**src/rtl/lane_deskew_pkg.sv**
```systemverilog
`timescale 1ns/1ps
package lane_deskew_pkg;

    // Release state shared by the controller
    typedef enum logic {
        PH_GATHER = 1'b0,
        PH_DRAIN  = 1'b1
    } drain_phase_e;

endpackage

```
**src/rtl/deskew_lane_store.sv**
```systemverilog
`timescale 1ns/1ps
module deskew_lane_store #(
    parameter  int DATA_W    = 8,
    parameter  int BUF_DEPTH = 32,
    localparam int PTR_W     = $clog2(BUF_DEPTH),
    localparam int FILL_W    = PTR_W + 1
) (
    input  logic              clk,
    input  logic              rst_n,
    input  logic              relink_i,
    input  logic              enable_i,
    input  logic              marker_i,
    input  logic [DATA_W-1:0] data_i,
    input  logic [FILL_W-1:0] depth_i,
    input  logic              drain_i,
    output logic              started_o,
    output logic              overflow_o,
    output logic [DATA_W-1:0] data_o
);

    typedef struct packed {
        logic              started;
        logic [PTR_W-1:0]  wr_ptr;
        logic [PTR_W-1:0]  rd_ptr;
        logic [FILL_W-1:0] fill;
    } lane_state_t;

    lane_state_t       state_d, state_q;
    logic              wr_en, rd_en, ovf_d;
    logic [DATA_W-1:0] store_q [BUF_DEPTH];

    function automatic logic [PTR_W-1:0] bump(input logic [PTR_W-1:0] p);
        return (p == PTR_W'(BUF_DEPTH - 1)) ? '0 : p + 1'b1;
    endfunction

    always_comb begin
        state_d = state_q;
        wr_en   = 1'b0;
        rd_en   = 1'b0;
        ovf_d   = 1'b0;
        if (relink_i || !enable_i) begin
            state_d = '0;
        end else begin
            rd_en = drain_i && state_q.started;
            if (state_q.started) begin
                if (!drain_i && (state_q.fill >= depth_i)) begin
                    ovf_d = 1'b1;
                end else begin
                    wr_en = 1'b1;
                end
            end else if (marker_i) begin
                state_d.started = 1'b1;
                wr_en           = 1'b1;
            end
            if (wr_en) begin
                state_d.wr_ptr = bump(state_q.wr_ptr);
            end
            if (rd_en) begin
                state_d.rd_ptr = bump(state_q.rd_ptr);
            end
            state_d.fill = state_q.fill + FILL_W'(wr_en) - FILL_W'(rd_en);
        end
    end

    always_ff @(posedge clk) begin
        if (!rst_n) begin
            state_q <= '0;
        end else begin
            state_q <= state_d;
        end
    end

    always_ff @(posedge clk) begin
        if (wr_en) begin
            store_q[state_q.wr_ptr] <= data_i;
        end
    end

    assign started_o  = state_q.started;
    assign overflow_o = ovf_d;
    assign data_o     = enable_i ? store_q[state_q.rd_ptr] : '0;


    marker_gate_chk: assert property (@(posedge clk) disable iff (!rst_n)
        $rose(state_q.started) |-> $past(marker_i && enable_i && !relink_i));


    depth_hold_chk: assert property (@(posedge clk) disable iff (!rst_n)
        (!relink_i && enable_i && state_q.started && !drain_i && (state_q.fill >= depth_i))
        |=> (state_q.fill == $past(state_q.fill)));


    rd_step_chk: assert property (@(posedge clk) disable iff (!rst_n)
        (drain_i && enable_i && state_q.started && !relink_i)
        |=> (state_q.rd_ptr == bump($past(state_q.rd_ptr))));

endmodule

```
**src/rtl/deskew_release_ctrl.sv**
```systemverilog
`timescale 1ns/1ps
module deskew_release_ctrl
    import lane_deskew_pkg::*;
#(
    parameter  int LANES     = 4,
    parameter  int CNT_W     = 6,
    parameter  int PERIOD    = 64,
    parameter  int MARGIN    = 4,
    parameter  int BUF_DEPTH = 32,
    localparam int DCFG_W    = $clog2(BUF_DEPTH),
    localparam int FILL_W    = DCFG_W + 1
) (
    input  logic              clk,
    input  logic              rst_n,
    input  logic              relink_i,
    input  logic [LANES-1:0]  enable_i,
    input  logic [LANES-1:0]  started_i,
    input  logic [LANES-1:0]  lane_ovf_i,
    input  logic [CNT_W-1:0]  count_i,
    input  logic [CNT_W-1:0]  rbd_i,
    input  logic              auto_i,
    input  logic [CNT_W-1:0]  last_arr_i,
    input  logic              depth_load_i,
    input  logic [DCFG_W-1:0] depth_val_i,
    output logic              drain_o,
    output logic              overflow_o,
    output logic [FILL_W-1:0] depth_o
);

    typedef struct packed {
        drain_phase_e      phase;
        logic              overflow;
        logic [DCFG_W-1:0] depth_m1;
    } ctrl_state_t;

    ctrl_state_t      state_d, state_q;
    logic             all_started;
    logic [CNT_W:0]   sum_ext;
    logic [CNT_W-1:0] target;

    always_comb begin
        all_started = (&(started_i | ~enable_i)) && (|enable_i);
        sum_ext     = {1'b0, last_arr_i} + (CNT_W+1)'(MARGIN);
        if (sum_ext >= (CNT_W+1)'(PERIOD)) begin
            sum_ext = sum_ext - (CNT_W+1)'(PERIOD);
        end
        target = auto_i ? sum_ext[CNT_W-1:0] : rbd_i;

        state_d = state_q;
        if (depth_load_i) begin
            state_d.depth_m1 = depth_val_i;
        end
        if (relink_i) begin
            state_d.phase    = PH_GATHER;
            state_d.overflow = 1'b0;
        end else begin
            if (|lane_ovf_i) begin
                state_d.overflow = 1'b1;
            end
            if ((state_q.phase == PH_GATHER) && all_started && (count_i == target)) begin
                state_d.phase = PH_DRAIN;
            end
        end
    end

    always_ff @(posedge clk) begin
        if (!rst_n) begin
            state_q.phase    <= PH_GATHER;
            state_q.overflow <= 1'b0;
            state_q.depth_m1 <= DCFG_W'(BUF_DEPTH - 1);
        end else begin
            state_q <= state_d;
        end
    end

    assign drain_o    = (state_q.phase == PH_DRAIN);
    assign overflow_o = state_q.overflow;
    assign depth_o    = FILL_W'(state_q.depth_m1) + FILL_W'(1);


    manual_match_chk: assert property (@(posedge clk) disable iff (!rst_n)
        ($rose(drain_o) && $past(!auto_i)) |-> ($past(count_i) == $past(rbd_i)));


    auto_match_chk: assert property (@(posedge clk) disable iff (!rst_n)
        ($rose(drain_o) && $past(auto_i))
        |-> (int'($past(count_i)) == ((int'($past(last_arr_i)) + MARGIN) % PERIOD)));


    arm_gate_chk: assert property (@(posedge clk) disable iff (!rst_n)
        $rose(drain_o) |-> $past(&(started_i | ~enable_i)));


    ovf_sticky_chk: assert property (@(posedge clk) disable iff (!rst_n)
        (overflow_o && !relink_i) |=> overflow_o);


    relink_clear_chk: assert property (@(posedge clk) disable iff (!rst_n)
        relink_i |=> (!drain_o && !overflow_o));

endmodule

```
**src/rtl/lane_deskew_buffer.sv**
```systemverilog
`timescale 1ns/1ps
module lane_deskew_buffer #(
    parameter  int LANES     = 4,
    parameter  int DATA_W    = 8,
    parameter  int BUF_DEPTH = 32,
    parameter  int EMB_E     = 1,
    parameter  int MARGIN    = 4,
    localparam int PERIOD    = 64 * EMB_E,
    localparam int CNT_W     = $clog2(PERIOD),
    localparam int DCFG_W    = $clog2(BUF_DEPTH),
    localparam int FILL_W    = DCFG_W + 1
) (
    input  logic                    clk,
    input  logic                    rst_n,
    input  logic                    relink,
    input  logic [LANES-1:0]        lane_enable,
    input  logic [LANES-1:0]        lane_marker,
    input  logic [LANES*DATA_W-1:0] lane_data,
    input  logic [CNT_W-1:0]        mb_count,
    input  logic [CNT_W-1:0]        release_at,
    input  logic                    auto_release,
    input  logic [CNT_W-1:0]        last_arrival,
    input  logic                    depth_wr,
    input  logic [DCFG_W-1:0]       depth_m1,
    output logic                    aligned_valid,
    output logic [LANES*DATA_W-1:0] aligned_data,
    output logic                    overflow_err
);

    logic [LANES-1:0]  started_w;
    logic [LANES-1:0]  lane_ovf_w;
    logic              drain_w;
    logic [FILL_W-1:0] depth_w;

    deskew_release_ctrl #(
        .LANES    (LANES),
        .CNT_W    (CNT_W),
        .PERIOD   (PERIOD),
        .MARGIN   (MARGIN),
        .BUF_DEPTH(BUF_DEPTH)
    ) u_ctrl (
        .clk         (clk),
        .rst_n       (rst_n),
        .relink_i    (relink),
        .enable_i    (lane_enable),
        .started_i   (started_w),
        .lane_ovf_i  (lane_ovf_w),
        .count_i     (mb_count),
        .rbd_i       (release_at),
        .auto_i      (auto_release),
        .last_arr_i  (last_arrival),
        .depth_load_i(depth_wr),
        .depth_val_i (depth_m1),
        .drain_o     (drain_w),
        .overflow_o  (overflow_err),
        .depth_o     (depth_w)
    );

    for (genvar g = 0; g < LANES; g++) begin : g_lane
        deskew_lane_store #(
            .DATA_W   (DATA_W),
            .BUF_DEPTH(BUF_DEPTH)
        ) u_store (
            .clk       (clk),
            .rst_n     (rst_n),
            .relink_i  (relink),
            .enable_i  (lane_enable[g]),
            .marker_i  (lane_marker[g]),
            .data_i    (lane_data[g*DATA_W +: DATA_W]),
            .depth_i   (depth_w),
            .drain_i   (drain_w),
            .started_o (started_w[g]),
            .overflow_o(lane_ovf_w[g]),
            .data_o    (aligned_data[g*DATA_W +: DATA_W])
        );
    end

    assign aligned_valid = drain_w && !overflow_err;


    valid_after_ovf_chk: assert property (@(posedge clk) disable iff (!rst_n)
        ($past(overflow_err) && overflow_err) |-> !aligned_valid);

endmodule

```
**config.mk**
```make
export PLATFORM = sky130hd
export DESIGN_NAME = lane_deskew_buffer
export DESIGN_NICKNAME = d
export VERILOG_FILES = /design/src/rtl/lane_deskew_pkg.sv /design/src/rtl/deskew_lane_store.sv /design/src/rtl/deskew_release_ctrl.sv /design/src/rtl/lane_deskew_buffer.sv
export SDC_FILE = /design/constraint.sdc
export NUM_CORES = 1
export LEC_CHECK = 0
export ABC_AREA = 1
export BUFFER_PORTS_ARGS = -buffer_cell sky130_fd_sc_hd__buf_2
export CAP_MARGIN = 20
export CORE_ASPECT_RATIO = 0.7
export CORE_MARGIN = 2
export CORE_UTILIZATION = 30
export DETAILED_ROUTE_END_ITERATION = 16
export GPL_ROUTABILITY_DRIVEN = 0
export GPL_TIMING_DRIVEN = 0
export PLACE_DENSITY = 0.47
export SLEW_MARGIN = 5
export SYNTH_ARGS = -nofsm -noshare
export SYNTH_HDL_FRONTEND = slang
export SYNTH_SLANG_ARGS = --single-unit
```
**constraint.sdc**
```tcl
create_clock -name clk -period 4.65 [get_ports clk]
set_input_delay 0 -clock clk [delete_from_list [all_inputs] [get_ports clk]]
set_output_delay 0 -clock clk [all_outputs]
set_load 0.01 [all_outputs]
```
==> impl_metrics.py <==
metrics = {
    "power_and_ir_drop": {
        "power_mw": 20.89,
        "power_density_nw_per_um2": 386.2,
        "p_leak_nw": 17.73,
        "ir_drop_mv": 0.2639,
    },
    "logic_synthesis": {
        "yosys.area_share.xor_xnor_pct": 0.3419,
        "muxShareOfSynthArea_pct": 0.04342,
        "syn_inst": 3791,
        "yosys.area_share.adder_pct": 2.182,
        "synth_top_cell_by_area": "edfxtp_1",
        "synth-compound-area-share_pct": 12.01,
        "avgSynthCellArea_um2": 12.16,
        "synth.cell_area_um2": 46110,
        "synth_top_area_share_pct": 66.69,
        "synth_cell_type_count": 35,
        "synth_area_leaders": "edfxtp_1 67%, o21ai_0 6.2%, nor2_1 5.5%",
        "synth_top_family_by_area": "compound AO/OA/AOI/OAI gates",
        "syn-num-nets": 3937,
        "ys_ff_latch": 1119,
        "yosysSeqAreaShare_pct": 70.81,
        "yosys.area_share.simple_pct": 10.87,
        "yosysWarningCount": 0,
    },
    "critical_path": {
        "endpoint_kind": "primary output",
        "cp-start-kind": "flip-flop",
        "cp_max_fo": 10,
        "crit_arrival_ns": 3.89,
        "required_ns": 4.65,
        "path_class": "flip-flop to primary output",
    },
    "timing": {
        "hold_viol_final": 0,
        "fin_ws_ns": 0.7631,
        "fmax_ghz": 0.2573,
        "rsz0062_at_grt": "false",
        "period_needed_ns": 3.887,
        "worstMarginPinSlew_ns": 1.089,
        "finalSetupViolations": 0,
        "finalSetupTns_ns": 0,
        "slew_violations": 0,
        "fin_crit_sh_pct": 83.59,
        "slew_headroom_pct": 27.16,
        "clock_skew_ns": 0.03111,
    },
    "place": {
        "post-dp-hpwl_um": 99600,
        "io_buffers": 96,
        "pre_cts_slack_ns": 0.8495,
    },
    "cts": {
        "cts_tree": "built",
        "cts_buffers": 113,
        "clk_pin_slew_ns": 0.07,
        "cts_max_level": 3,
        "clk_latency_ns": 0.74,
        "clk_path_buf_depth": 3,
        "post_cts_resized": 0,
        "root_buffer": "clkbuf_16",
        "cts_sinks": 1119,
    },
    "drt": {
        "vias_per_cell": 5.166,
        "drt-total-wl_um": 149400,
        "drc_errors": 0,
        "first_iter_violations": 3832,
        "drt_first_pass_iters": 8,
        "wl_per_cell_um": 24.02,
        "vias": 32130,
        "antenna_left": 0,
    },
    "die": {
        "initial_core_util_pct": 30.20,
        "coreArea_um2": 152700,
        "die_area_um2": 156900,
        "ioPinCount": 102,
        "fp-row-count": 120,
        "die_w_um": 472.6,
        "die_y_um": 332,
    },
    "grt": {
        "grt-ovfl-total": 0,
        "grt_pass1_wl_um": 215000,
        "grt_max_degree": 33,
        "grt_pass1_vias": 30347,
        "grt_antenna_before_repair": 10,
        "grt_usage_pct": 18.62,
    },
    "run": {
        "maxCapViolations": 0,
    },
    "hold_path": {
        "min_path_type": "input pin to flip-flop",
    },
    "outcome": {
        "outcome": "complete, no violations",
    },
    "finish": {
        "final_cell_mix": "1024 x edfxtp_1, 677 x nor2_1, 572 x o21ai_0",
        "nets": 4251,
        "layout_commonest_cell": "edfxtp_1",
        "area_growth_syn_to_layout_pct": 17.30,
        "drive_above_1_share_pct": 10.71,
    },
}
critical path, stage by stage, from the launching register on:
cell and delay (ns):
dfxtp_1 0.38, clkbuf_1 0.47, clkbuf_1 0.56, o21ai_0 0.21, o22ai_1 0.40, o21ai_0 0.17
o21ai_0 0.31, nor2_1 0.09, nor2_1 0.34, buf_2 0.22
flip-flops by register name (all words and copies together), names as in the netlist, named ones only:
signal	flops
u_ctrl.drain_o	1
g_lane.u_store.state_q	64
g_lane.u_store.store_q	1024
u_ctrl.state_q	5
g_lane.u_store.started_o	4
u_ctrl.overflow_o	1
synth_stat cells:
cell / instances
nand2_4: 10
o21ai_1: 10
nand2_2: 8
o22ai_1: 55
dfxtp_1: 95
buf_2: 35
o211ai_1: 5
or2_2: 5
nor3_1: 119
nor4_1: 3
inv_2: 1
and3_1: 5
clkinv_2: 3
nand3b_1: 1
o21ai_0: 572
xor2_1: 13
o221ai_1: 187
clkbuf_1: 178
nor2_4: 1
nand2_1: 201
a21oi_1: 98
fa_1: 4
nand3_1: 168
inv_1: 177
nor2_1: 677
edfxtp_1: 1024
buf_1: 4
a211oi_1: 2
a31oi_1: 16
nand4_1: 3
clkinv_1: 21
mux2i_1: 2
ha_1: 74
buf_6: 9
xnor2_1: 5
path summary, 6_finish.rpt:
kind,from,to,cells after the start,slack (ns)
setup / recovery,flip-flop,aligned_data[31],9,0.76
hold / removal,lane_enable[1],g_lane[1].u_store.store_q[23][3],5,0.05
setup reg to reg,u_ctrl.state_q[1],g_lane[0].u_store.store_q[6][7],14,0.92
hold reg to reg,g_lane[1].u_store.state_q[10],flip-flop,2,0.49
logic make-up after synthesis:
kind of cell    Yosys count
simple gates           1201
flops                  1119
compound gates          945
buf+inv                 428
fa+ha+maj                78
xor+xnor                 18
mux                       2
through the flow:
stage                     instance area (µm²)  utilization (%)  cells  hold WS, ns
after floorplan                         46110                -   3791      0.08412
after global placement                  49110            32.16   5900       0.2222
after detailed placement                49740            32.57   5944       0.2240
after CTS                               54060            35.41   6214     0.009540
after global routing                    54080            35.42   6217      0.04246
final                                   54080            35.42   6219      0.04896
per-layer routing:
metal	wire length (µm)	track usage, %
met5	13	0
met4	3618	4.745
met3	12640	3.847
met2	60900	25.78
met1	72240	29.17
power by group:
part / internal (mW) / switching (mW) / leakage, nW
Sequential: 11.0 / 0.0144 / 9.97
Clock: 5.29 / 4.07 / 1.84
Combinational: 0.137 / 0.388 / 5.92
repair_timing:
item                      in CTS  in global routing
buffers inserted               0                  0
hold endpoints to repair    1110                  0
hold buffers                  57                  0
cell type report:
type	instances	area, µm²
Antenna cell	3	7.507
Buffer	226	959.7
Clock buffer	143	3141
Clock inverter	70	616.8
Fill cell	14937	98610
Inverter	202	762.0
Multi-Input combinational cell	2244	12060
Sequential cell	1119	32650
Tap cell	2013	2519
Timing Repair Buffer	199	1370
No activity file was read; power rests on OpenSTA's default activity.
